**src/rtl/subcode_pkg.sv**
```systemverilog
package subcode_pkg;
  typedef enum logic {
    FR_GAP  = 1'b0,
    FR_DATA = 1'b1
  } framer_state_e;
endpackage

```
**src/rtl/zero_run_det.sv**
```systemverilog
module zero_run_det #(
  parameter int ZRUN_MIN = 22
) (
  input  logic clk,
  input  logic rst_n,
  input  logic bit_vld,
  input  logic bit_val,
  output logic run_ok
);
  localparam int ZW = $clog2(ZRUN_MIN + 1);
  localparam logic [ZW-1:0] ZMAX = ZW'(ZRUN_MIN);

  logic [ZW-1:0] zrun_q, zrun_d;

  always_comb begin
    zrun_d = zrun_q;
    if (bit_vld) begin
      if (bit_val)            zrun_d = '0;
      else if (zrun_q != ZMAX) zrun_d = zrun_q + 1'b1;
    end
  end

  always_ff @(posedge clk or negedge rst_n) begin
    if (!rst_n) zrun_q <= '0;
    else        zrun_q <= zrun_d;
  end

  assign run_ok = (zrun_q == ZMAX);

  // a one bit clears the run
  p_clear_on_one_r1: assert property (@(posedge clk) disable iff (!rst_n)
    (bit_vld && bit_val) |=> (zrun_q == '0));
  // saturation
  p_saturate_r1: assert property (@(posedge clk) disable iff (!rst_n)
    zrun_q <= ZMAX);
endmodule

```
**src/rtl/pulse_stretch.sv**
```systemverilog
module pulse_stretch #(
  parameter int LEN = 8
) (
  input  logic clk,
  input  logic rst_n,
  input  logic trig,
  output logic pulse
);
  generate
    if (LEN == 1) begin : g_single
      logic p_q;
      always_ff @(posedge clk or negedge rst_n) begin
        if (!rst_n) p_q <= 1'b0;
        else        p_q <= trig;
      end
      assign pulse = p_q;
    end else begin : g_count
      localparam int CW = $clog2(LEN + 1);
      logic [CW-1:0] cnt_q, cnt_d;
      always_comb begin
        cnt_d = cnt_q;
        if (trig)               cnt_d = CW'(LEN);
        else if (cnt_q != '0)   cnt_d = cnt_q - 1'b1;
      end
      always_ff @(posedge clk or negedge rst_n) begin
        if (!rst_n) cnt_q <= '0;
        else        cnt_q <= cnt_d;
      end
      assign pulse = (cnt_q != '0);
    end
  endgenerate

  // a trigger always yields a high output next cycle
  p_trig_out_r5: assert property (@(posedge clk) disable iff (!rst_n)
    trig |=> pulse);
endmodule

```
**src/rtl/subcode_framer.sv**
```systemverilog
module subcode_framer
  import subcode_pkg::*;
#(
  parameter int DATA_BITS = 7,
  parameter int SYM_NOM   = 98,
  parameter int SYM_TOL   = 2
) (
  input  logic                 clk,
  input  logic                 rst_n,
  input  logic                 bit_vld,
  input  logic                 bit_val,
  input  logic                 run_ok,
  output logic                 start_o,
  output logic                 blk_start_o,
  output logic                 load_o,
  output logic [DATA_BITS-1:0] load_data_o,
  output logic [DATA_BITS-1:0] sym_o,
  output logic                 sym_vld_o,
  output logic                 unlocked_o,
  output logic                 blk_err_o
);
  localparam int BW = $clog2(DATA_BITS);
  localparam int CW = $clog2(SYM_NOM + SYM_TOL + 2);
  localparam logic [BW-1:0] LAST   = BW'(DATA_BITS - 1);
  localparam logic [CW-1:0] CNT_LO = CW'(SYM_NOM - SYM_TOL);
  localparam logic [CW-1:0] CNT_HI = CW'(SYM_NOM + SYM_TOL);
  localparam logic [CW-1:0] CNT_MX = CW'(SYM_NOM + SYM_TOL + 1);

  framer_state_e          st_q, st_d;
  logic [BW-1:0]          bcnt_q, bcnt_d;
  logic [DATA_BITS-2:0]   sh_q, sh_d;
  logic [DATA_BITS-1:0]   sym_q, sym_d;
  logic                   vld_q, vld_d;
  logic [CW-1:0]          cnt_q, cnt_d;
  logic                   lock_q, lock_d;
  logic                   err_q, err_d;
  logic                   start, blk, done;

  always_comb begin
    st_d   = st_q;
    bcnt_d = bcnt_q;
    sh_d   = sh_q;
    sym_d  = sym_q;
    vld_d  = 1'b0;
    cnt_d  = cnt_q;
    lock_d = lock_q;
    err_d  = 1'b0;
    start  = 1'b0;
    blk    = 1'b0;
    done   = 1'b0;
    if (bit_vld) begin
      case (st_q)
        FR_GAP: begin
          if (bit_val) begin
            start  = 1'b1;
            st_d   = FR_DATA;
            bcnt_d = '0;
            if (run_ok) begin
              blk    = 1'b1;
              lock_d = 1'b1;
              err_d  = lock_q && ((cnt_q < CNT_LO) || (cnt_q > CNT_HI));
              cnt_d  = '0;
            end
          end
        end
        default: begin
          sh_d   = {sh_q[DATA_BITS-3:0], bit_val};
          bcnt_d = bcnt_q + 1'b1;
          if (bcnt_q == LAST) begin
            done  = 1'b1;
            sym_d = {sh_q, bit_val};
            vld_d = 1'b1;
            st_d  = FR_GAP;
            if (cnt_q != CNT_MX) cnt_d = cnt_q + 1'b1;
          end
        end
      endcase
    end
  end

  always_ff @(posedge clk or negedge rst_n) begin
    if (!rst_n) begin
      st_q   <= FR_GAP;
      bcnt_q <= '0;
      sh_q   <= '0;
      sym_q  <= '0;
      vld_q  <= 1'b0;
      cnt_q  <= '0;
      lock_q <= 1'b0;
      err_q  <= 1'b0;
    end else begin
      st_q   <= st_d;
      bcnt_q <= bcnt_d;
      sh_q   <= sh_d;
      sym_q  <= sym_d;
      vld_q  <= vld_d;
      cnt_q  <= cnt_d;
      lock_q <= lock_d;
      err_q  <= err_d;
    end
  end

  assign start_o     = start;
  assign blk_start_o = blk;
  assign load_o      = done;
  assign load_data_o = {sh_q, bit_val};
  assign sym_o       = sym_q;
  assign sym_vld_o   = vld_q;
  assign unlocked_o  = !lock_q;
  assign blk_err_o   = err_q;

  // a symbol is only completed by an accepted bit
  p_vld_from_bit_r3: assert property (@(posedge clk) disable iff (!rst_n)
    sym_vld_o |-> $past(bit_vld));
  // register holds between completions
  p_sym_hold_r8: assert property (@(posedge clk) disable iff (!rst_n)
    !sym_vld_o |-> $stable(sym_o));
  // lock never drops
  p_lock_sticky_r6: assert property (@(posedge clk) disable iff (!rst_n)
    !unlocked_o |=> !unlocked_o);
endmodule

```
**src/rtl/ser_shift.sv**
```systemverilog
module ser_shift #(
  parameter int W = 7
) (
  input  logic         clk,
  input  logic         rst_n,
  input  logic         sclk_i,
  input  logic         load_i,
  input  logic [W-1:0] data_i,
  output logic         sdo_o
);
  logic [2:0]   sync_q;
  logic [W-1:0] sreg_q, sreg_d;
  logic         rise;

  assign rise = sync_q[1] && !sync_q[2];

  always_comb begin
    sreg_d = sreg_q;
    if (load_i)    sreg_d = data_i;
    else if (rise) sreg_d = {sreg_q[W-2:0], 1'b0};
  end

  always_ff @(posedge clk or negedge rst_n) begin
    if (!rst_n) begin
      sync_q <= '0;
      sreg_q <= '0;
    end else begin
      sync_q <= {sync_q[1:0], sclk_i};
      sreg_q <= sreg_d;
    end
  end

  assign sdo_o = sreg_q[W-1];

  // shifter moves only on a load or a clock edge
  p_shift_cause_r9: assert property (@(posedge clk) disable iff (!rst_n)
    (!load_i && !rise) |=> $stable(sreg_q));
endmodule

```
**src/rtl/subcode_extractor.sv**
```systemverilog
module subcode_extractor #(
  parameter int ZRUN_MIN  = 22,
  parameter int DATA_BITS = 7,
  parameter int SYM_NOM   = 98,
  parameter int SYM_TOL   = 2,
  parameter int FSYNC_CYC = 8,
  parameter int BSYNC_CYC = 16
) (
  input  logic                 clk,
  input  logic                 rst_n,
  input  logic                 ubit_vld,
  input  logic                 ubit,
  input  logic                 sclk,
  output logic                 bsync,
  output logic                 fsync,
  output logic                 sym_vld,
  output logic [DATA_BITS-1:0] symbol,
  output logic                 sdo,
  output logic                 unlocked,
  output logic                 blk_err
);
  logic                 run_ok, start, blk_start, load;
  logic [DATA_BITS-1:0] load_data;

  zero_run_det #(.ZRUN_MIN(ZRUN_MIN)) u_zrun (
    .clk(clk), .rst_n(rst_n), .bit_vld(ubit_vld), .bit_val(ubit), .run_ok(run_ok)
  );

  subcode_framer #(.DATA_BITS(DATA_BITS), .SYM_NOM(SYM_NOM), .SYM_TOL(SYM_TOL)) u_frm (
    .clk(clk), .rst_n(rst_n), .bit_vld(ubit_vld), .bit_val(ubit), .run_ok(run_ok),
    .start_o(start), .blk_start_o(blk_start), .load_o(load), .load_data_o(load_data),
    .sym_o(symbol), .sym_vld_o(sym_vld), .unlocked_o(unlocked), .blk_err_o(blk_err)
  );

  pulse_stretch #(.LEN(FSYNC_CYC)) u_fsync (
    .clk(clk), .rst_n(rst_n), .trig(start), .pulse(fsync)
  );

  pulse_stretch #(.LEN(BSYNC_CYC)) u_bsync (
    .clk(clk), .rst_n(rst_n), .trig(blk_start), .pulse(bsync)
  );

  ser_shift #(.W(DATA_BITS)) u_ser (
    .clk(clk), .rst_n(rst_n), .sclk_i(sclk), .load_i(load), .data_i(load_data), .sdo_o(sdo)
  );

  // block sync starts together with a frame sync
  p_bsync_with_fsync_r2: assert property (@(posedge clk) disable iff (!rst_n)
    $rose(bsync) |-> $rose(fsync));
  // lock is gained only at a block start
  p_lock_at_block_r6: assert property (@(posedge clk) disable iff (!rst_n)
    $fell(unlocked) |-> $rose(bsync));
  // count error only at a block start
  p_err_at_block_r7: assert property (@(posedge clk) disable iff (!rst_n)
    blk_err |-> $rose(bsync));
endmodule

```
**config.mk**
```make
export PLATFORM = sky130hd
export DESIGN_NAME = subcode_extractor
export DESIGN_NICKNAME = d
export VERILOG_FILES = /design/src/rtl/subcode_pkg.sv /design/src/rtl/zero_run_det.sv /design/src/rtl/pulse_stretch.sv /design/src/rtl/subcode_framer.sv /design/src/rtl/ser_shift.sv /design/src/rtl/subcode_extractor.sv
export SDC_FILE = /design/constraint.sdc
export NUM_CORES = 1
export LEC_CHECK = 0
export BUFFER_PORTS_ARGS = -buffer_cell sky130_fd_sc_hd__buf_2
export CORE_MARGIN = 3
export CORE_UTILIZATION = 27
export DETAILED_ROUTE_END_ITERATION = 10
export HOLD_SLACK_MARGIN = 0.02
export SLEW_MARGIN = 20
export SYNTH_ARGS = -nofsm -noshare
export SYNTH_HDL_FRONTEND = slang
export SYNTH_SLANG_ARGS = --single-unit
export TNS_END_PERCENT = 100
```
**constraint.sdc**
```tcl
create_clock -name clk -period 5.7 [get_ports clk]
set_clock_uncertainty 0.1 [all_clocks]
set_input_delay 1.14 -clock clk [delete_from_list [all_inputs] [get_ports clk]]
set_output_delay 1.14 -clock clk [all_outputs]
set_load 0.005 [all_outputs]
```
==> results of run 1 <==
worst reg2reg max path: stages (launching register included):
cell	delay [ps]
dfrtp_1	430
inv_1	70
ha_1	200
nand4b_4	160
o21a_4	280
nor4_1	420
mux2i_1	230
worst min-delay path by stage:
stage,to,slack (ps)
global placement,u_ser.sync_q[1],240
detailed placement,u_ser.sync_q[1],240
CTS,u_ser.sync_q[1],270
floorplan,u_ser.sync_q[1],230
finish,u_ser.sync_q[1],270
global route,u_ser.sync_q[1],280
synth_stat cells, drive strengths merged:
master	instances
a2bb2oi	1
nand4	2
mux2	8
nor3	4
o21a	1
xor2	1
a22o	1
o31ai	4
xnor2	4
or4b	1
and4bb	1
a211o	1
nand3b	1
a21oi	7
a211oi	3
dfrtp	51
buf	3
a31o	1
nand4b	1
and2	1
nand3	5
mux2i	9
and3	1
nor2	13
nand2b	3
nor4	2
inv	14
nand2	39
and3b	1
a31oi	1
nor3b	2
or4	3
or2	1
ha	10
and4b	1
o21ai	13
clkbuf	4
o22ai	3
nor2b	2
stage by stage:
stage / hold slack [ps] / utilization, % / instances / worst slack, ps / area, um^2
finish: 266.2 / 31.70 / 348 / 2614 / 2644
global route: 282.9 / 31.70 / 348 / 2524 / 2644
CTS: 272.7 / 31.70 / 348 / 2592 / 2644
detailed placement: 241.1 / 30.65 / 340 / 2939 / 2556
global placement: 243.5 / 30.65 / 340 / 2961 / 2556
floorplan: 231.2 / - / 224 / 3117 / 2364
flip-flops by register name, summed over array words and instances (netlist names):
name / flops
u_frm.bcnt_q: 3
u_frm.blk_err_o: 1
u_fsync.g_count.cnt_q: 4
u_frm.sym_vld_o: 1
u_bsync.g_count.cnt_q: 5
u_frm.sym_o: 7
u_frm.cnt_q: 7
u_ser.sync_q: 3
u_frm.sh_q: 6
u_frm.st_q: 1
u_frm.lock_q: 1
u_zrun.zrun_q: 5
u_ser.sreg_q: 7
metal layers:
| layer | GRT usage [%] | vias to the layer above |
|---|---|---|
| li1 | - | 806 |
| met1 | 12.46 | 770 |
| met2 | 14.10 | 20 |
| met3 | 2.875 | 6 |
| met4 | 3.676 | 0 |
| met5 | 0 | - |
area by class of cell:
cell class | instances | area share (%)
multi-input combinational | 152 | 37.96
clock buffer | 5 | 2.603
inverter | 14 | 1.988
clock inverter | 3 | 0.7099
sequential | 51 | 48.27
tap | 105 | 4.969
timing repair buffer | 18 | 3.502
cells by family after synthesis:
group                      count (synthesis)  synth area share [%]
and+or+nand+nor                           84                 18.05
DFF                                       51                 54.00
AOI/OAI and AO/OA                         36                 9.635
buffers and inverters                     21                 3.546
muxes                                     17                 7.623
adders and majority gates                 10                 5.294
xor gates and xnor gates                   5                 1.853
report_power, final:
| part | switching (mW) | total, mW | internal (mW) |
|---|---|---|---|
| Clock | 0.121 | 0.208 | 0.0867 |
| Sequential | 0.108 | 0.597 | 0.489 |
| Combinational | 0.166 | 0.337 | 0.170 |
==> metrics.txt, run 1 <==
outcome=complete, no violations; Yosys warning count=0; top sig layer=met4; Setup Buffers After CTS=0; met2 wire length=1960 um; Detailed Place HPWL=roughly 3000 um; RSZ-0062 raised after global routing=false; wire length reported by the detailed router=about 4300 um; clock latency on the worst-skew pair=roughly 300 ps; Initial Util=about 28%; H-Tree Depth=2; via/cell ratio=about 4.6; area of the multi-input gates=between 0.001 and 0.0015 mm^2; post-route ant nets=0; Synth cell types=between 40 and 50; post-synthesis net count=approximately 240; Area growth syn-to-layout=11.86%; drc violations=0; Peak VDD IR=between 0.0001 and 0.00015 V; WP data arrival=between 1500 and 2000 ps; CP Cell Sequence=inv_1 > ha_1 > or4b_2 > buf_2; DRT Pass-1 Iters=4; core area=0.008341 mm^2; hold_buf cts=0; post-CTS sizing=0; FF-to-FF setup slack=~3700 ps; largest net degree at the start of global routing=52; Rel. slew slack=53.63%; initial DRC count=70; worst reg2reg path startpoint=u_zrun.zrun_q[0]; via count=approximately 1600; endpoint type of the worst setup path=primary output; grt total ovfl=0; layout cells sized above 1=between 15 and 20%; Final #Nets=between 200 and 300; diode count=0; Max Freq=324.0 MHz; routed len/inst=approximately 12 um; max incr delay on CP=between 600 and 700 ps; synthesized cell area=around 0.0024 mm^2; CTS tree=built; Critical R2R Capture=u_frm.cnt_q[6]; cell row count=33; Root Buffer=clkbuf_8; hold_sp=u_ser.sync_q[0]; Leak=~1.3 nW; Worst-Margin Slew=roughly 690 ps; Worst Path Buf+Inv=2; CTS Buffer Depth=2; Tmin final=between 3000 and 4000 ps; Metal-1 WL=about 2100 um; most frequent cells in the layout=51 x dfrtp_1, 39 x nand2_1, 17 x buf_2; #FFs+latches synth=51; GRT Resource Usage Total=under 10%; number of hold violations in the final report=0; CP Data Required Time=4460 ps; IO Count=18; Chip Width=approximately 100 um; HP Class=reg -> reg; Reg clk slew, reported paths=about 90 ps; area fraction of the dominant cell type after synthesis=54.00%; port bufs=17; Max-Cap Viols=0; worst hold path stage count=0; PD cells=around 430 mW/mm^2; largest area contributor in the netlist=dfrtp_1; crit start category=flop; Final Max Tran Viols=0; sequential share of the synthesized area=a little over half; met3 WL post-DR=143 um; CTS sink cnt=51; fillcell total=869; Final TNS setup=0 ps; delay-heaviest family, CP=simple AND/OR/NAND/NOR gates; Mapped Cells=roughly 220; first-pass GRT wire length=around 7500 um; crit share post-route=54.15%; CP max FO=6; most common cell after layout, fill and taps aside=dfrtp_1; Crit. Startpoint=u_bsync.g_count.cnt_q[0]; Pwr Total=approximately 1.1 mW; Final setup violation count=0; Critical Path Stages=4; GPL Wtd Cong=0.7406; TritonCTS Buffers=5; vias in the first global route=roughly 1600; initial antenna violation count=0; crit path max-delay cell type=or4b_2; critical path type=reg -> out; Register Area=0.001276 mm^2; Mapped Avg Cell Area=between 10 and 15 um^2; die area=around 0.01 mm^2; synth top area cells=dfrtp_1 54%, nand2_1 6.2%, ha_1 5.3%, mux2i_1 3.8%, mux2_2 3.8%; r2r worst-path depth=6; Worst Setup EP=bsync; Die Y=between 90 and 100 um
Note: power is estimated with default switching activity, not from simulation.
==> run 2, diff against run 1 <==
Clock period 5.7 ns to 2.7 ns, I/O delays scaled along.
==> run 2 against run 1 <==
Effect of this change:
- critical path depth unchanged
- hold slack got worse by 150 ps
- routed wire length is 1.4% higher
- count of clock-buffer cells in the layout did not move
- clock power increased by 130%
- power up 110%
- final area rose by 1.1%
- register-to-register slack worse by 3000 ps
- largest power group unchanged
- largest cell class unchanged
==> metrics.txt, run 2 (synthesized netlist as in run 1, its figures left out) <==
IO Count=18 (unchanged); port bufs=17 (unchanged); PD cells=911.3 mW/mm^2 (+110%); wire length reported by the detailed router=4349 um (+1.4%); Crit. Startpoint=u_bsync.g_count.cnt_q[0]; Max-Cap Viols=0 (unchanged); WP data arrival=1820 ps (-30 ps); Peak VDD IR=0.0004032 V (+230%); Final Max Tran Viols=0 (unchanged); Die Y=99.56 um (unchanged); Final setup violation count=0 (unchanged); grt total ovfl=0 (unchanged); TritonCTS Buffers=5 (unchanged); diode count=0 (unchanged); Max Freq=about 410 MHz; post-CTS sizing=0 (unchanged); fin area=0.002674 mm^2 (+1.1%); DRT Pass-1 Iters=4 (unchanged); Leak=1.268 nW (+0.85%); most common cell after layout, fill and taps aside=dfrtp_1; logic gate share of total power=29.6% (about the same); crit start category=flop; initial antenna violation count=0 (unchanged); via count=1643 (+2.6%); most frequent cells in the layout=51 x dfrtp_1, 39 x nand2_1, 17 x buf_2; largest net degree at the start of global routing=28 (-46%); Root Buffer=clkbuf_8; H-Tree Depth=2 (unchanged); outcome=complete, no violations; Critical R2R Capture=u_frm.cnt_q[3]; GPL Wtd Cong=0.7304 (-1.4%); Setup Buffers After CTS=0 (unchanged); Area growth syn-to-layout=13.13%; endpoint type of the worst setup path=primary output; NetSw=849.8 uW (+110%); first-pass GRT wire length=7969 um (+6.9%); Non-Filler Instances=349 (+0.29%); r2r worst-path depth=6 (unchanged); Final #Nets=258 (+0.39%); clock latency on the worst-skew pair=310 ps (about the same); RSZ-0062 raised after global routing=false; crit share post-route=between 90 and 100%; die area=0.009912 mm^2 (unchanged); hold_buf cts=0 (unchanged); Pint=1.587 mW (+110%); Post-Place Worst Slack=516.1 ps (-2423 ps); Placement Cell Area=0.002576 mm^2 (+0.78%); HP Class=in -> async; CP max FO=6 (unchanged); vias in the first global route=1706 (+8.5%); Chip Width=99.56 um (unchanged); Tmin final=2463 ps; number of hold violations in the final report=0 (unchanged); layout cells sized above 1=17.21% (+0.34 points); drc violations=0 (unchanged); Reg clk slew, reported paths=110 ps (+20 ps); Initial Util=28.34% (unchanged); clock share of power=19.4% (+1.2 points); Flop pwr share=51.0% (-1.3 points); Rel. slew slack=51.40% (-2.2 points); worst reg2reg path startpoint=u_zrun.zrun_q[0]; Final TNS setup=0 ps (unchanged); Final WS setup=237.3 ps (-2376 ps); final hold slack=114.0 ps (-152.2 ps); initial DRC count=75 (+7.1%); core area=0.008341 mm^2 (unchanged); via/cell ratio=4.708 (+2.3%); Inst Count DP=341 (+0.29%); CTS sink cnt=51 (unchanged); utilization after layout=32.06% (+0.36 points); Pwr Total=2.437 mW (+110%); CTS tree=built; GRT Resource Usage Total=9.894% (+0.57 points); fillcell total=884 (+1.7%); post-route ant nets=0 (unchanged); FF-to-FF setup slack=700 ps (-3020 ps); Worst Setup EP=bsync; CP Data Required Time=2060 ps (-2400 ps); CTS Buffer Depth=2 (unchanged); Worst-Margin Slew=727.4 ps (+33.37 ps); Detailed Place HPWL=3107 um (+2.6%); routed len/inst=12.46 um (+1.1%); critical path type=reg -> out; cell row count=33 (unchanged); sw frac=34.87% (+0.24 points)
run 2: layout make-up:
type	instances	area [um^2]	share of cell area (%)
clock buffers	5	68.82	2.574
clock inverters	3	28.78	1.076
inverters	14	52.55	1.965
multi-input cells	152	1003	37.53
flip-flops and latches	51	1276	47.73
well taps	105	131.4	4.913
repair buffers	19	112.6	4.212
run 2: worst min path at each step:
stage	cells past startpoint	slack (ps)	start	to
2_1_floorplan	0	140	rst_n	u_bsync.g_count.cnt_q[0]
5_1_grt	1	150	rst_n	u_ser.sreg_q[6]
6_report	1	110	rst_n	u_ser.sreg_q[6]
3_5_place_dp	0	250	u_ser.sync_q[0]	u_ser.sync_q[1]
3_3_place_gp	0	240	u_ser.sync_q[0]	u_ser.sync_q[1]
4_1_cts	1	130	rst_n	u_ser.sreg_q[6]
run 2: power by group through the flow:
stage | registers, mW | clock network [mW] | logic, mW
after CTS | 1.24 | 0.496 | 0.740
after detailed placement | 1.26 | 0 | 0.733
after floorplan | 1.21 | 0 | 0.554
after global routing | 1.29 | 0.523 | 0.854
after global placement | 1.25 | 0 | 0.702
final | 1.24 | 0.473 | 0.721
run 2: critical path, cell delays in order (launching register included):
cell,delay (ps)
dfrtp_1,410
inv_1,90
ha_1,160
or4b_2,680
buf_2,170
run 2: per-layer routing:
layer	up-vias	routed length [um]	track usage, %	part of all wire, %
met1	808	2208	13.29	51
li1	804	-	-	-
met3	7	113	2.454	2.6
met5	-	0	0	0
met4	0	78	3.466	1.8
met2	24	1948	15.55	45
==> run 3, diff against run 2 <==
Settings changed: ABC_AREA set to 1.
==> run 3 against run 2 <==
Effect of this change:
- sequential share of layout area shrank 2.3 points
- first-iteration DRC count grew 95%
- final cell count grew 22%
- area after synthesis grew 6.5%
- critical path depth grew 2
- clock power shrank 7.4%
- sequential cell count is the same
- routed wire length grew 6.3%
- via count grew 13%
- utilization shrank 0.48 points
- count of clock-buffer cells in the layout grew 1
- non-clock buffer count shrank 1
- critical path type unchanged
- critical endpoint unchanged
- largest power group unchanged
==> metrics.txt, run 3 <==
max incr delay on CP=400 ps (-280 ps); FF-to-FF setup slack=1030 ps (+330 ps); grt total ovfl=0 (unchanged); Reg clk slew, reported paths=80 ps (-30 ps); synthesized cell area=0.002516 mm^2 (+6.5%); critical path type=reg -> out; TritonCTS Buffers=5 (unchanged); post-route ant nets=0 (unchanged); via count=1861 (+13%); WP data arrival=1330 ps (-490 ps); Worst-Margin Slew=651.6 ps (-75.84 ps); Async S/R FF share, synth=100.0% (unchanged); post-CTS sizing=0 (unchanged); clock latency on the worst-skew pair=300 ps (about the same); port bufs=17 (unchanged); Final Max Tran Viols=0 (unchanged); core area=0.008891 mm^2 (+6.6%); layout cells sized above 1=14.51% (-2.7 points); Leak=1.509 nW (+19%); hold_buf cts=0 (unchanged); final hold slack=235.5 ps (+121.5 ps); number of hold violations in the final report=0 (unchanged); Inst Count DP=418 (+23%); IO Count=18 (unchanged); Final TNS setup=0 ps (unchanged); CP max FO=5 (-1); sequential share of the synthesized area=50.72% (-3.3 points); CP dominant cell by count=inv_1; cell row count=34 (+3.0%); top_reg_cell synth=dfrtp_1; GRT Resource Usage Total=9.624% (-0.27 points); CP Data Required Time=2060 ps (about the same); Max Freq=508.2 MHz (+25%); Critical R2R Capture=u_frm.sym_o[5]; area fraction of the dominant cell type after synthesis=50.72% (-3.3 points); RSZ-0062 raised after global routing=false; #FFs+latches synth=51 (unchanged); HP Class=in -> async; die area=0.01051 mm^2 (+6.1%); Chip Width=102.5 um (+3.0%); largest area contributor in the netlist=dfrtp_1; Yosys warning count=0 (unchanged); most common cell after layout, fill and taps aside=nand2_1; Detailed Place HPWL=3326 um (+7.0%); initial DRC count=146 (+95%); outcome=complete, no violations; crit path max-delay cell type=dfrtp_1; via/cell ratio=4.379 (-7.0%); CTS Buffer Depth=2 (unchanged); first-pass GRT wire length=7935 um (-0.43%); CP Cell Sequence=inv_1 > ha_1 > inv_1 > nor2_1 > nand2_1 > buf_2; Root Buffer=clkbuf_8; Tmin final=1968 ps (-494.9 ps); Initial Util=28.30% (-0.038 points); endpoint type of the worst setup path=primary output; fin area=0.002808 mm^2 (+5.0%); GPL Wtd Cong=0.7862 (+7.6%); Worst Setup EP=bsync; worst reg2reg path startpoint=u_frm.bcnt_q[0]; delay-heaviest family, CP=flip-flops; fillcell total=912 (+3.2%); Synth cell types=30 (-27%); crit share post-route=72.88% (-18 points); number of synthesized flops with an enable pin=0 (unchanged); Max-Cap Viols=0 (unchanged); Peak VDD IR=0.0002141 V (-47%); Die Y=102.5 um (+3.0%); Worst Path Buf+Inv=3 (+1); H-Tree Depth=2 (unchanged); initial antenna violation count=0 (unchanged); crit start category=flop; count leader, synth=nand2_1; drc violations=0 (unchanged); Final setup violation count=0 (unchanged); CTS sink cnt=51 (unchanged); synth top area cells=dfrtp_1 51%, nand2_1 13%, inv_1 5.8%, ha_1 5.0%, nand3_1 3.8%; largest net degree at the start of global routing=52 (+86%); Critical Path Stages=6 (+2); Final #Nets=332 (+29%); Mapped Avg Cell Area=8.558 um^2 (-19%); Rel. slew slack=56.56% (+5.2 points); PD cells=828.3 mW/mm^2 (-9.1%); CTS tree=built; routed len/inst=10.87 um (-13%); wire length reported by the detailed router=4621 um (+6.3%); post-synthesis net count=309 (+29%); Placement Cell Area=0.002720 mm^2 (+5.6%); Non-Filler Instances=425 (+22%); most frequent cells in the layout=87 x nand2_1, 51 x dfrtp_1, 39 x inv_1; Mapped Cells=294 (+31%); Area growth syn-to-layout=11.59%; vias in the first global route=1728 (+1.3%); DRT Pass-1 Iters=4 (unchanged); Crit. Startpoint=u_bsync.g_count.cnt_q[0]; diode count=0 (unchanged); r2r worst-path depth=7 (+1); commonest cells in the netlist=87 x nand2_1, 51 x dfrtp_1, 39 x inv_1; Setup Buffers After CTS=0 (unchanged)
## run 3: cell types whose count changed after synthesis, sizes merged, moves of 3 or more
cell / change
a211oi: -3
clkbuf: -3
inv: +28
mux2: -8
mux2i: -9
nand2: +55
nand2b: -3
nand3: +14
nand4: +3
nor2: +12
o21ai: +8
or4: -3
## run 3: logic make-up after synthesis
group / synth area share [%]
adders and majority gates: 4.973
DFF: 50.72
and+or+nand+nor: 26.50
buffers and inverters: 7.558
xor gates and xnor gates: 2.437
AOI/OAI and AO/OA: 7.807
## run 3: worst min path at each step
stage	endpoint	from	cells after the start	slack (ps)
2_1_floorplan	u_bsync.g_count.cnt_q[0]	rst_n	0	140
3_3_place_gp	u_ser.sync_q[1]	u_ser.sync_q[0]	0	240
3_5_place_dp	u_ser.sync_q[1]	u_ser.sync_q[0]	0	240
4_1_cts	u_ser.sync_q[0]	sclk	1	240
5_1_grt	u_ser.sync_q[0]	sclk	1	230
6_report	u_bsync.g_count.cnt_q[4]	rst_n	2	240
## run 3: through the flow
stage	power (mW)	setup slack [ps]	util, %
2_1_floorplan	1.702	1240	-
3_3_place_gp	1.897	1057	30.59
3_5_place_dp	1.919	1035	30.59
4_1_cts	2.367	712.2	31.58
5_1_grt	2.542	603.8	31.58
6_report	2.326	732.2	31.58
## run 3: layout make-up
class                   instances  area (um^2)  share of cell area (%)
flip-flops and latches         51         1276                   45.45
multi-input cells             197         1050                   37.39
inverters                      44        166.4                   5.927
well taps                     108        135.1                   4.813
repair buffers                 18        92.59                   3.298
clock buffers                   6        82.58                   2.941
clock inverters                 1        5.005                  0.1783
## run 3: where the power goes
part           total [mW]  switching [mW]  internal [mW]
registers            1.18           0.179           1.00
logic               0.709           0.412          0.297
clock network       0.438           0.237          0.202
## run 3: per-layer routing
metal | GRT usage, % | share of wire, %
met4 | 3.935 | 1.6
met5 | 0 | 0
met2 | 15.54 | 47
met1 | 12.23 | 48
met3 | 2.571 | 3.2
